### config.mk
export PLATFORM = sky130hd
export DESIGN_NAME = cfg_serial_rx
export DESIGN_NICKNAME = d
export VERILOG_FILES = /design/src/rtl/cfg_rx_pkg.sv /design/src/rtl/cfg_init_ctrl.sv /design/src/rtl/cfg_header_fsm.sv /design/src/rtl/cfg_byte_pack.sv /design/src/rtl/cfg_fwd_stage.sv /design/src/rtl/cfg_serial_rx.sv
export SDC_FILE = /design/constraint.sdc
export NUM_CORES = 1
export LEC_CHECK = 0
export BUFFER_PORTS_ARGS = -buffer_cell sky130_fd_sc_hd__buf_4
export CORE_ASPECT_RATIO = 1.4
export CORE_MARGIN = 10
export CORE_UTILIZATION = 53
export CTS_CLUSTER_SIZE = 30
export DETAILED_ROUTE_END_ITERATION = 7
export GPL_ROUTABILITY_DRIVEN = 0
export GPL_TIMING_DRIVEN = 0
export MAX_ROUTING_LAYER = met4
export PLACE_DENSITY = 0.69
export SLEW_MARGIN = 5
export SYNTH_ARGS = -nofsm -noshare
export SYNTH_HDL_FRONTEND = slang
export SYNTH_SLANG_ARGS = --single-unit
### constraint.sdc
create_clock -name cfg_clk -period 6.75 [get_ports cfg_clk]
set_clock_uncertainty 0.15 [all_clocks]
set_input_delay 1.0125 -clock cfg_clk [delete_from_list [all_inputs] [get_ports cfg_clk]]
set_output_delay 1.0125 -clock cfg_clk [all_outputs]
set_load 0.03 [all_outputs]
### src/rtl/cfg_rx_pkg.sv
// Package: shared types and constants for the serial configuration receiver.
// Assumes: one stream header format (preamble then length, MSB first).
package cfg_rx_pkg;

    typedef enum logic [2:0] {
        ST_WAIT = 3'd0,   // waiting for own hold time and shared init high
        ST_HUNT = 3'd1,   // scanning idle ones for the preamble
        ST_LEN  = 3'd2,   // shifting in the length count
        ST_LOAD = 3'd3,   // absorbing own payload bits
        ST_DONE = 3'd4    // own share complete, pass everything on
    } rx_state_t;

    localparam logic [2:0] MODE_SLAVE   = 3'b111;
    localparam int         PRE_W        = 4;
    localparam logic [3:0] PREAMBLE_PAT = 4'b0010;

endpackage

### src/rtl/cfg_init_ctrl.sv
// Module: cfg_init_ctrl
// Holds the init line low for INIT_HOLD rising edges after a program pulse.
// It then reports when loading may start, which requires the wired line to read high.
// Assumes: prog_n is synchronous to cfg_clk and INIT_HOLD >= 1.
module cfg_init_ctrl #(
    parameter int INIT_HOLD = 16
) (
    input  logic cfg_clk,
    input  logic prog_n,
    input  logic init_sense,
    output logic init_pull,
    output logic load_ok
);
    localparam int CW = $clog2(INIT_HOLD + 1);

    logic [CW-1:0] hold_cnt;

    // Purpose: reload the hold counter on program, then count down to zero.
    always_ff @(posedge cfg_clk) begin
        if (!prog_n) begin
            hold_cnt <= CW'(INIT_HOLD);
        end else if (hold_cnt != '0) begin
            hold_cnt <= hold_cnt - 1'b1;
        end
    end

    // Purpose: drive the line low during the hold; loading needs every device released.
    always_comb begin
        init_pull = (hold_cnt != '0);
        load_ok   = !init_pull && init_sense;
    end

endmodule

### src/rtl/cfg_header_fsm.sv
// Module: cfg_header_fsm
// Tracks the stream: hunts the preamble, reads the length, then counts own payload bits until done.
// It decides, per bit, whether the bit is passed downstream or absorbed.
// Assumes: the length field is LEN_W bits, MSB first; mode_ok freezes all state when low.
module cfg_header_fsm
    import cfg_rx_pkg::*;
#(
    parameter int LEN_W = 24
) (
    input  logic cfg_clk,
    input  logic prog_n,
    input  logic mode_ok,
    input  logic load_ok,
    input  logic din,
    output logic pass_bit,
    output logic pay_vld,
    output logic done
);
    localparam int LCW = $clog2(LEN_W);

    rx_state_t          state;
    logic [PRE_W-1:0]   win;
    logic [LEN_W-1:0]   len_q;
    logic [LEN_W-1:0]   pcnt;
    logic [LCW-1:0]     lcnt;
    logic [PRE_W-1:0]   win_nx;
    logic [LEN_W-1:0]   len_nx;
    logic [LEN_W-1:0]   pcnt_nx;

    // Purpose: next values of the preamble window, length shift and payload count.
    always_comb begin
        win_nx  = {win[PRE_W-2:0], din};
        len_nx  = {len_q[LEN_W-2:0], din};
        pcnt_nx = pcnt + 1'b1;
    end

    // Purpose: stream state machine, advanced only in slave-serial mode.
    always_ff @(posedge cfg_clk) begin
        if (!prog_n) begin
            state <= ST_WAIT;
            win   <= '1;
            len_q <= '0;
            pcnt  <= '0;
            lcnt  <= '0;
        end else if (mode_ok) begin
            case (state)
                ST_WAIT: begin
                    if (load_ok) begin
                        state <= ST_HUNT;
                        win   <= '1;
                    end
                end
                ST_HUNT: begin
                    win <= win_nx;
                    if (win_nx == PREAMBLE_PAT) begin
                        state <= ST_LEN;
                        lcnt  <= '0;
                    end
                end
                ST_LEN: begin
                    len_q <= len_nx;
                    lcnt  <= lcnt + 1'b1;
                    if (lcnt == LCW'(LEN_W - 1)) begin
                        pcnt  <= '0;
                        state <= (len_nx == '0) ? ST_DONE : ST_LOAD;
                    end
                end
                ST_LOAD: begin
                    pcnt <= pcnt_nx;
                    if (pcnt_nx == len_q) begin
                        state <= ST_DONE;
                    end
                end
                default: state <= ST_DONE;
            endcase
        end
    end

    // Purpose: per-bit routing decisions and the done flag.
    always_comb begin
        pass_bit = mode_ok && (state == ST_HUNT || state == ST_LEN || state == ST_DONE);
        pay_vld  = mode_ok && (state == ST_LOAD);
        done     = (state == ST_DONE);
    end

endmodule

### src/rtl/cfg_byte_pack.sv
// Module: cfg_byte_pack
// Packs absorbed payload bits (first bit into the MSB) and strobes each full byte for one cycle.
// Assumes: bit_vld is high only for bits that belong to this device.
module cfg_byte_pack #(
    parameter int BYTE_W = 8
) (
    input  logic              cfg_clk,
    input  logic              prog_n,
    input  logic              bit_vld,
    input  logic              bit_in,
    output logic [BYTE_W-1:0] byte_data,
    output logic              byte_valid
);
    localparam int BCW = $clog2(BYTE_W);

    logic [BYTE_W-1:0] shreg;
    logic [BYTE_W-1:0] shreg_nx;
    logic [BCW-1:0]    bcnt;

    // Purpose: next shift value with the new bit entering at the LSB.
    always_comb begin
        shreg_nx = {shreg[BYTE_W-2:0], bit_in};
    end

    // Purpose: shift, count and publish bytes with a one-cycle strobe.
    always_ff @(posedge cfg_clk) begin
        if (!prog_n) begin
            shreg      <= '0;
            bcnt       <= '0;
            byte_data  <= '0;
            byte_valid <= 1'b0;
        end else begin
            byte_valid <= 1'b0;
            if (bit_vld) begin
                shreg <= shreg_nx;
                if (bcnt == BCW'(BYTE_W - 1)) begin
                    bcnt       <= '0;
                    byte_data  <= shreg_nx;
                    byte_valid <= 1'b1;
                end else begin
                    bcnt <= bcnt + 1'b1;
                end
            end
        end
    end

endmodule

### src/rtl/cfg_fwd_stage.sv
// Module: cfg_fwd_stage
// Captures the outgoing bit on the rising edge and launches it on the following falling edge.
// Absorbed or ignored bits are sent as 1.
// Assumes: the next device samples on the rising edge after the launch.
module cfg_fwd_stage (
    input  logic cfg_clk,
    input  logic prog_n,
    input  logic pass_bit,
    input  logic din,
    output logic dout
);
    logic cap_q;

    // Purpose: rising-edge capture of the bit to forward, or an idle 1.
    always_ff @(posedge cfg_clk) begin
        if (!prog_n) begin
            cap_q <= 1'b1;
        end else begin
            cap_q <= pass_bit ? din : 1'b1;
        end
    end

    // Purpose: falling-edge launch, half a period after capture.
    always_ff @(negedge cfg_clk) begin
        if (!prog_n) begin
            dout <= 1'b1;
        end else begin
            dout <= cap_q;
        end
    end

endmodule

### src/rtl/cfg_serial_rx.sv
// Module: cfg_serial_rx (top)
// Slave-serial configuration receiver for one device in a chain.
// It absorbs its own payload, publishes it as bytes and forwards the rest on the falling edge.
// Assumes: cfg_clk is supplied externally; prog_n and mode are synchronous to it.
module cfg_serial_rx
    import cfg_rx_pkg::*;
#(
    parameter int LEN_W     = 24,
    parameter int INIT_HOLD = 16,
    parameter int BYTE_W    = 8
) (
    input  logic              cfg_clk,
    input  logic              prog_n,
    input  logic [2:0]        mode,
    input  logic              din,
    input  logic              init_sense,
    output logic              init_pull,
    output logic              dout,
    output logic              done,
    output logic [BYTE_W-1:0] byte_data,
    output logic              byte_valid
);
    logic mode_ok;
    logic load_ok;
    logic pass_bit;
    logic pay_vld;

    // Purpose: slave-serial mode decode.
    always_comb begin
        mode_ok = (mode == MODE_SLAVE);
    end

    cfg_init_ctrl #(.INIT_HOLD(INIT_HOLD)) u_init (
        .cfg_clk    (cfg_clk),
        .prog_n     (prog_n),
        .init_sense (init_sense),
        .init_pull  (init_pull),
        .load_ok    (load_ok)
    );

    cfg_header_fsm #(.LEN_W(LEN_W)) u_fsm (
        .cfg_clk  (cfg_clk),
        .prog_n   (prog_n),
        .mode_ok  (mode_ok),
        .load_ok  (load_ok),
        .din      (din),
        .pass_bit (pass_bit),
        .pay_vld  (pay_vld),
        .done     (done)
    );

    cfg_byte_pack #(.BYTE_W(BYTE_W)) u_pack (
        .cfg_clk    (cfg_clk),
        .prog_n     (prog_n),
        .bit_vld    (pay_vld),
        .bit_in     (din),
        .byte_data  (byte_data),
        .byte_valid (byte_valid)
    );

    cfg_fwd_stage u_fwd (
        .cfg_clk  (cfg_clk),
        .prog_n   (prog_n),
        .pass_bit (pass_bit),
        .din      (din),
        .dout     (dout)
    );

endmodule

**Yosys cells after proc, flatten, opt, wreduce, memory -nomap -nowiden**

Cells that the tools add are included.

- Input bits: 7
- Word-level logic and storage cells: 63
- Output and inout port bits: 12
- Register bits: 85

- Reductions and logical operators: 20
- Eq/ne operators: 13
- Muxes and demuxes: 14
- Add/sub/neg operators: 4

Operator list:

| cell | count |
|---|---|
| 24-bit one-hot mux with 2 select lines | 1 |
| 24-bit by 1-bit adder with 24-bit output (second input constant) | 1 |
| 24-bit == test | 1 |
| 24-bit logical NOT | 1 |
| 24-bit 2-to-1 mux | 1 |
| 3-bit 2-to-1 mux | 7 |
| 3-bit one-hot mux with 4 select lines | 1 |
| 5-bit one-hot mux with 2 select lines | 1 |
| 3-bit == test (second input constant) | 3 |
| 3-bit AND reduction | 3 |
| 2-bit AND reduction | 4 |
| 3-bit by 2-bit == test with 1-bit output (second input constant) | 2 |
| 2-bit by 1-bit != test with 1-bit output (second input constant) | 3 |
| 3-bit one-hot mux with 2 select lines | 1 |
| 2-bit nonzero test | 3 |
| 5-bit by 1-bit adder with 5-bit output (second input constant) | 1 |
| 5-bit == test (second input constant) | 1 |
| 5-bit 2-to-1 mux | 1 |
| 5-bit AND reduction | 1 |
| 5-bit nonzero test | 1 |
| 5-bit by 1-bit subtractor with 5-bit output (second input constant) | 1 |
| 4-bit by 2-bit == test with 1-bit output (second input constant) | 1 |
| 3-bit by 1-bit adder with 3-bit output (second input constant) | 1 |
| 3-bit by 1-bit == test with 1-bit output (second input constant) | 1 |
| 6 further kinds | 9 |

**Longest topological paths before layout**

Gate-level depths: netlist of run 1.

- Depth in word-level cells: 5
- Mapped depth: 10
- Depth with buffers taken out: 9

**Cells and area by module**

From an unflattened synthesis of run 1, not the netlist that was laid out.

- Cell total of the unflattened synthesis: 590
- Area, all modules: 4889.7 um^2

By module, submodules not included:

| module | area each (um^2) | cells each | instances | sequential area each (um^2) |
|---|---|---|---|---|
| cfg_header_fsm | 3713.6 | 479 | 1 | 1181.1 |
| cfg_byte_pack | 814.5 | 76 | 1 | 380.4 |
| cfg_init_ctrl | 297.8 | 29 | 1 | 100.1 |
| cfg_fwd_stage | 57.6 | 5 | 1 | 40.0 |
| cfg_serial_rx | 6.3 | 1 | 1 | 0.0 |

==> results of run 1 <==
[area by class of cell]
cell class	count	area share
Timing Repair Buffer	18	0.0261
Sequential cell	85	0.329
Multi-Input combinational cell	462	0.522
Tap cell	105	0.0254
Buffer	42	0.0336
Inverter	8	0.00580
Clock inverter	4	0.00411
Clock buffer	13	0.0544
[through the flow]
| stage | power (W) | std cells | instance area (µm²) |
|---|---|---|---|
| 2_1_floorplan | 0.000588 | 598 | 4610 |
| 3_3_place_gp | 0.000607 | 721 | 4880 |
| 3_5_place_dp | 0.000613 | 721 | 4880 |
| 4_1_cts | 0.00110 | 737 | 5180 |
| 5_1_grt | 0.00113 | 737 | 5180 |
| 6_report | 0.00109 | 737 | 5180 |
[sequential cells by signal, indices dropped and copies added (netlist names)]
signal,count
u_fwd.dout,1
u_fsm.pcnt,24
u_fsm.len_q,24
u_pack.bcnt,3
u_pack.byte_valid,1
u_fwd.cap_q,1
u_init.hold_cnt,5
u_pack.shreg,7
u_fsm.win,3
u_pack.byte_data,8
u_fsm.lcnt,5
u_fsm.state,3
[worst max path at each step]
stage	start	end	slack, ns
2_1_floorplan	u_fwd.dout$_SDFF_NN1_	dout	1.75
3_5_place_dp	prog_n	u_fwd.dout$_SDFF_NN1_	1.51
5_1_grt	u_fwd.dout$_SDFF_NN1_	dout	1.33
3_3_place_gp	prog_n	u_fwd.dout$_SDFF_NN1_	1.54
6_report	u_fwd.dout$_SDFF_NN1_	dout	1.36
4_1_cts	u_fwd.dout$_SDFF_NN1_	dout	1.35
[cells by family after synthesis]
logic type / count (synthesis) / synth area share
AO/OA/AOI/OAI: 148 / 0.214
buffers and inverters: 51 / 0.0450
AND/OR/NAND/NOR: 274 / 0.292
flip-flops: 85 / 0.369
XOR/XNOR: 35 / 0.0664
adder cells (fa/ha/maj): 5 / 0.0136
[where the power goes]
group,internal [W],switching [W]
Clock,0.000292,0.000199
Sequential,0.000514,0.00000899
Combinational,0.0000330,0.0000426
[layer usage]
layer | share of wire | track usage
met4 | 0.041 | 0.108
met3 | 0.049 | 0.0399
met2 | 0.52 | 0.358
met5 | 0 | -
met1 | 0.40 | 0.208
[cells in the final DEF (no fill, tap or decap), types with 10 or more instances in the layout]
cell type  netlist  final
clkbuf_16        0     10
nor4_1          10     10
xnor2_1         24     24
nand3_1         20     20
clkbuf_1        31     32
o21ai_0         31     31
nor3_1          14     14
buf_4            0     18
inv_1            9     10
nand2_1        121    121
a21oi_1         22     22
nor2_1          38     38
xor2_1          11     11
dfxtp_1         85     85
a21boi_0        52     52
==> impl_metrics.toml, run 1 <==
[min_path]
hp-class = "flop to flop"
hold_depth = 2
min_from = "u_init.hold_cnt[4]$_SDFFE_PN1P_"
min_to = "u_init.hold_cnt[4]$_SDFFE_PN1P_"

[layout]
nets = 639
regArea_um2 = 1700
multi_input_area_um2 = 2700
drive_gt1_frac = 0.0775
area_growth_pct = 12.3
num_antenna_cells = 0
fin_util = 0.605
n_fill_cell = 805

[worst_setup_path]
crit_arrival_ns = 4.23
crit_buf_inv = 1
startpoint_type = "flop"
path_class = "flop to output port"
endpoint_kind = "output port"
critPathMaxStageDelay_ns = 0.31
worst_path_max_delay_cell = "dfxtp_1"
rr_endpoint = "u_fwd.dout$_SDFF_NN1_"
reg2reg_slack_ns = 2.72
cp.required_ns = 5.59
reg2reg_depth = 1
critPathTopFamily = "flip-flops"
cp_max_fo = 1
cp.depth = 1
path_cells = "buf_4"
reg2reg_from = "u_fwd.cap_q$_SDFF_PN1_"

[placed_design]
dp.final_hpwl_um = 9310
dp_worst_setup_slack_ns = 1.51
io_buffers = 18

[logic_synthesis]
yosysSeqAreaShare = 0.369
ys.flop_type = "dfxtp_1"
avgSynthCellArea_um2 = 7.71
netlist_area_um2 = 4610
ys_top_cells_by_count = "nand2_1, dfxtp_1, a21boi_0, nor2_1"
synth_edf_count = 0
yosys_warnings = 0
syn_nets = 610
synth_cell_types = 58
synth-seq-cells = 85
synth_top_cell_by_area = "dfxtp_1"
yosysMostFrequentCell = "nand2_1"
syn-instance-count = 598
async_flop_share = 0
netlist.area_leader.share = 0.369
synth_area_leaders = "dfxtp_1, nand2_1, a21boi_0, xnor2_1, o21ai_0"

[global_routing]
grt_max_degree = 15
track_usage = 0.203
antenna_found_initial = 0
grt_pass1_wl_um = 20600
grt_pass1_vias = 4219
grt-ovfl-total = 0

[sta]
finalHoldViolCount = 0
rsz0062_at_grt = "false"
worst_pin_slew_ns = 1.27
slew_viol_final = 0
whs_ns = 0.307
relSlewSlack = 0.145
fin_tns_setup_ns = 0
finalWorstSetupSlack_ns = 1.36
setup_viol = 0

[power]
vdd_drop_max_mv = 0.171
powerDensity_nw_per_um2 = 211
power.leakage_nw = 1.84

[clock_tree]
numCtsBuffers = 9
post_cts_resized = 0
h-tree-depth = 3
root_buffer = "clkbuf_16"
tritoncts = "built"
post_cts_buffers = 0
clockBufferDepth = 2
clock_latency_ns = 0.34
clk_pin_slew_worst_paths_ns = 0.06
cts_num_sinks = 85
cts_hold_buf = 0

[drt]
ant_nets = 0
drt_first_pass_iters = 5
vias = 4423
drc = 0
wl_um = 12500
avgViaCountPerCell = 6.00
drtIter0Drc = 274
wl_per_cell_um = 17.0

[floorplanning]
die_h_um = 130
pin_count = 19
chipWidth_um = 98.9
num_rows = 40
dieArea_um2 = 12900
coreArea_um2 = 8560
initial_core_util = 0.539

[job]
maxCapViolCount = 0

[status]
status = "finished clean"
No activity file was read; power rests on OpenSTA's default activity.
==> run 2: changes to the inputs <==
Settings changed: PLACE_DENSITY 0.69 to 0.72.
Clock period 6.75 ns to 4.78 ns, I/O delays scaled along.
==> run 2 against run 1 <==
Combinational power up 35%; sequential power up 41%; count of clock-buffer cells in the layout shrank 1; die area unchanged; setup slack worse by 0.68 ns; first-iteration DRC count up 8.4%; routed wire length grew 0.27%.
==> impl_metrics.toml, run 2 (synthesized netlist as in run 1, its figures left out) <==
[drt]
drc = 0
ant_nets = 0
drt_first_pass_iters = 5
wl_um = 12500
avgViaCountPerCell = 5.99
wl_per_cell_um = 17.0
vias = 4416
drtIter0Drc = 297

[global_routing]
grt_pass1_wl_um = 20500
track_usage = 0.201
antenna_found_initial = 0
grt_pass1_vias = 4125
grt-ovfl-total = 0
grt_max_degree = 14

[sta]
setup_viol = 0
finalHoldViolCount = 0
rsz0062_at_grt = "false"
worst_pin_slew_ns = 1.35
slew_viol_final = 0
fin_tns_setup_ns = 0
finalWorstSetupSlack_ns = 0.676
relSlewSlack = 0.0928
whs_ns = 0.309

[worst_setup_path]
crit_buf_inv = 1
critPathMaxStageDelay_ns = 0.30
worst_path_max_delay_cell = "dfxtp_1"
endpoint_kind = "output port"
critPathTopFamily = "flip-flops"
path_cells = "buf_4"
path_class = "flop to output port"
startpoint_type = "flop"
crit_arrival_ns = 3.24
cp_max_fo = 1
cp.required_ns = 3.91

[placed_design]
dp_worst_setup_slack_ns = 0.805
io_buffers = 18
dp.final_hpwl_um = 9150
place_inst = 721

[floorplanning]
dieArea_um2 = 12900
die_h_um = 130
coreArea_um2 = 8560
num_rows = 40
initial_core_util = 0.539
pin_count = 19
chipWidth_um = 98.9

[clock_tree]
numCtsBuffers = 9
post_cts_resized = 0
cts_hold_buf = 0
tritoncts = "built"
clockBufferDepth = 2
root_buffer = "clkbuf_16"
cts_num_sinks = 85
clock_latency_ns = 0.34
clk_pin_slew_worst_paths_ns = 0.06
h-tree-depth = 3
post_cts_buffers = 0

[layout]
layout_common_cells = "nand2_1, dfxtp_1, a21boi_0, nor2_1"
final_cell_count_no_fill = 737
n_fill_cell = 771
area_growth_pct = 12.3
mostFrequentLayoutCell = "nand2_1"
nets = 639
reg.largest.list = "u_fsm.len_q x24, u_fsm.pcnt x24, u_pack.byte_data x8"
num_antenna_cells = 0
drive_gt1_frac = 0.0775

[power]
power.leakage_nw = 1.84
vdd_drop_max_mv = 0.228
powerDensity_nw_per_um2 = 295

[min_path]
hp-class = "flop to flop"

[job]
maxCapViolCount = 0

[status]
status = "finished clean"
-- run 2: cell types whose count changed in the layout (fill, tap and decap cells not counted), sizes merged --
cell / change
clkinv: +1
clkbuf: -1
-- run 2: path summary, 6_finish.rpt --
check                                         from                               end  slack, ns  depth (start not counted)
setup / recovery             u_fwd.dout$_SDFF_NN1_                              dout       0.68                          1
hold / removal    u_pack.byte_data[5]$_SDFFE_PN0P_  u_pack.byte_data[5]$_SDFFE_PN0P_       0.31                          2
setup reg to reg       u_fsm.state[1]$_SDFFE_PN0P_  u_pack.byte_data[2]$_SDFFE_PN0P_       1.32                          7
hold reg to reg   u_pack.byte_data[5]$_SDFFE_PN0P_  u_pack.byte_data[5]$_SDFFE_PN0P_       0.31                          2
-- run 2: cell type report --
cell class / instances / area (µm²) / share of cell area
repair buffers: 18 / 135 / 0.0261
flip-flops and latches: 85 / 1700 / 0.329
clock inverters: 5 / 25.0 / 0.00483
clock buffers: 12 / 278 / 0.0536
plain buffers: 42 / 174 / 0.0336
multi-input cells: 462 / 2700 / 0.522
well taps: 105 / 131 / 0.0254
inverters: 8 / 30.0 / 0.00580
-- run 2: metrics by stage --
| stage | total power (W) | utilization | cell area [µm²] |
|---|---|---|---|
| after floorplan | 0.000831 | - | 4610 |
| after global placement | 0.000856 | 0.570 | 4880 |
| after detailed placement | 0.000860 | 0.570 | 4880 |
| after CTS | 0.00154 | 0.605 | 5180 |
| after global routing | 0.00159 | 0.605 | 5180 |
| final | 0.00153 | 0.605 | 5180 |
-- run 2: report_power, final --
part | internal, W | total [W] | switching (W) | leakage, nW
Clock | 0.000409 | 0.000686 | 0.000277 | 0.162
Combinational | 0.0000461 | 0.000102 | 0.0000559 | 0.992
Sequential | 0.000726 | 0.000739 | 0.0000127 | 0.686
Total | 0.00118 | 0.00153 | 0.000345 | 1.84
-- run 2: routing by layer --
metal,global-route usage,share of wire
met4,0.117,0.046
met1,0.212,0.41
met3,0.0389,0.048
met2,0.344,0.50
met5,-,0
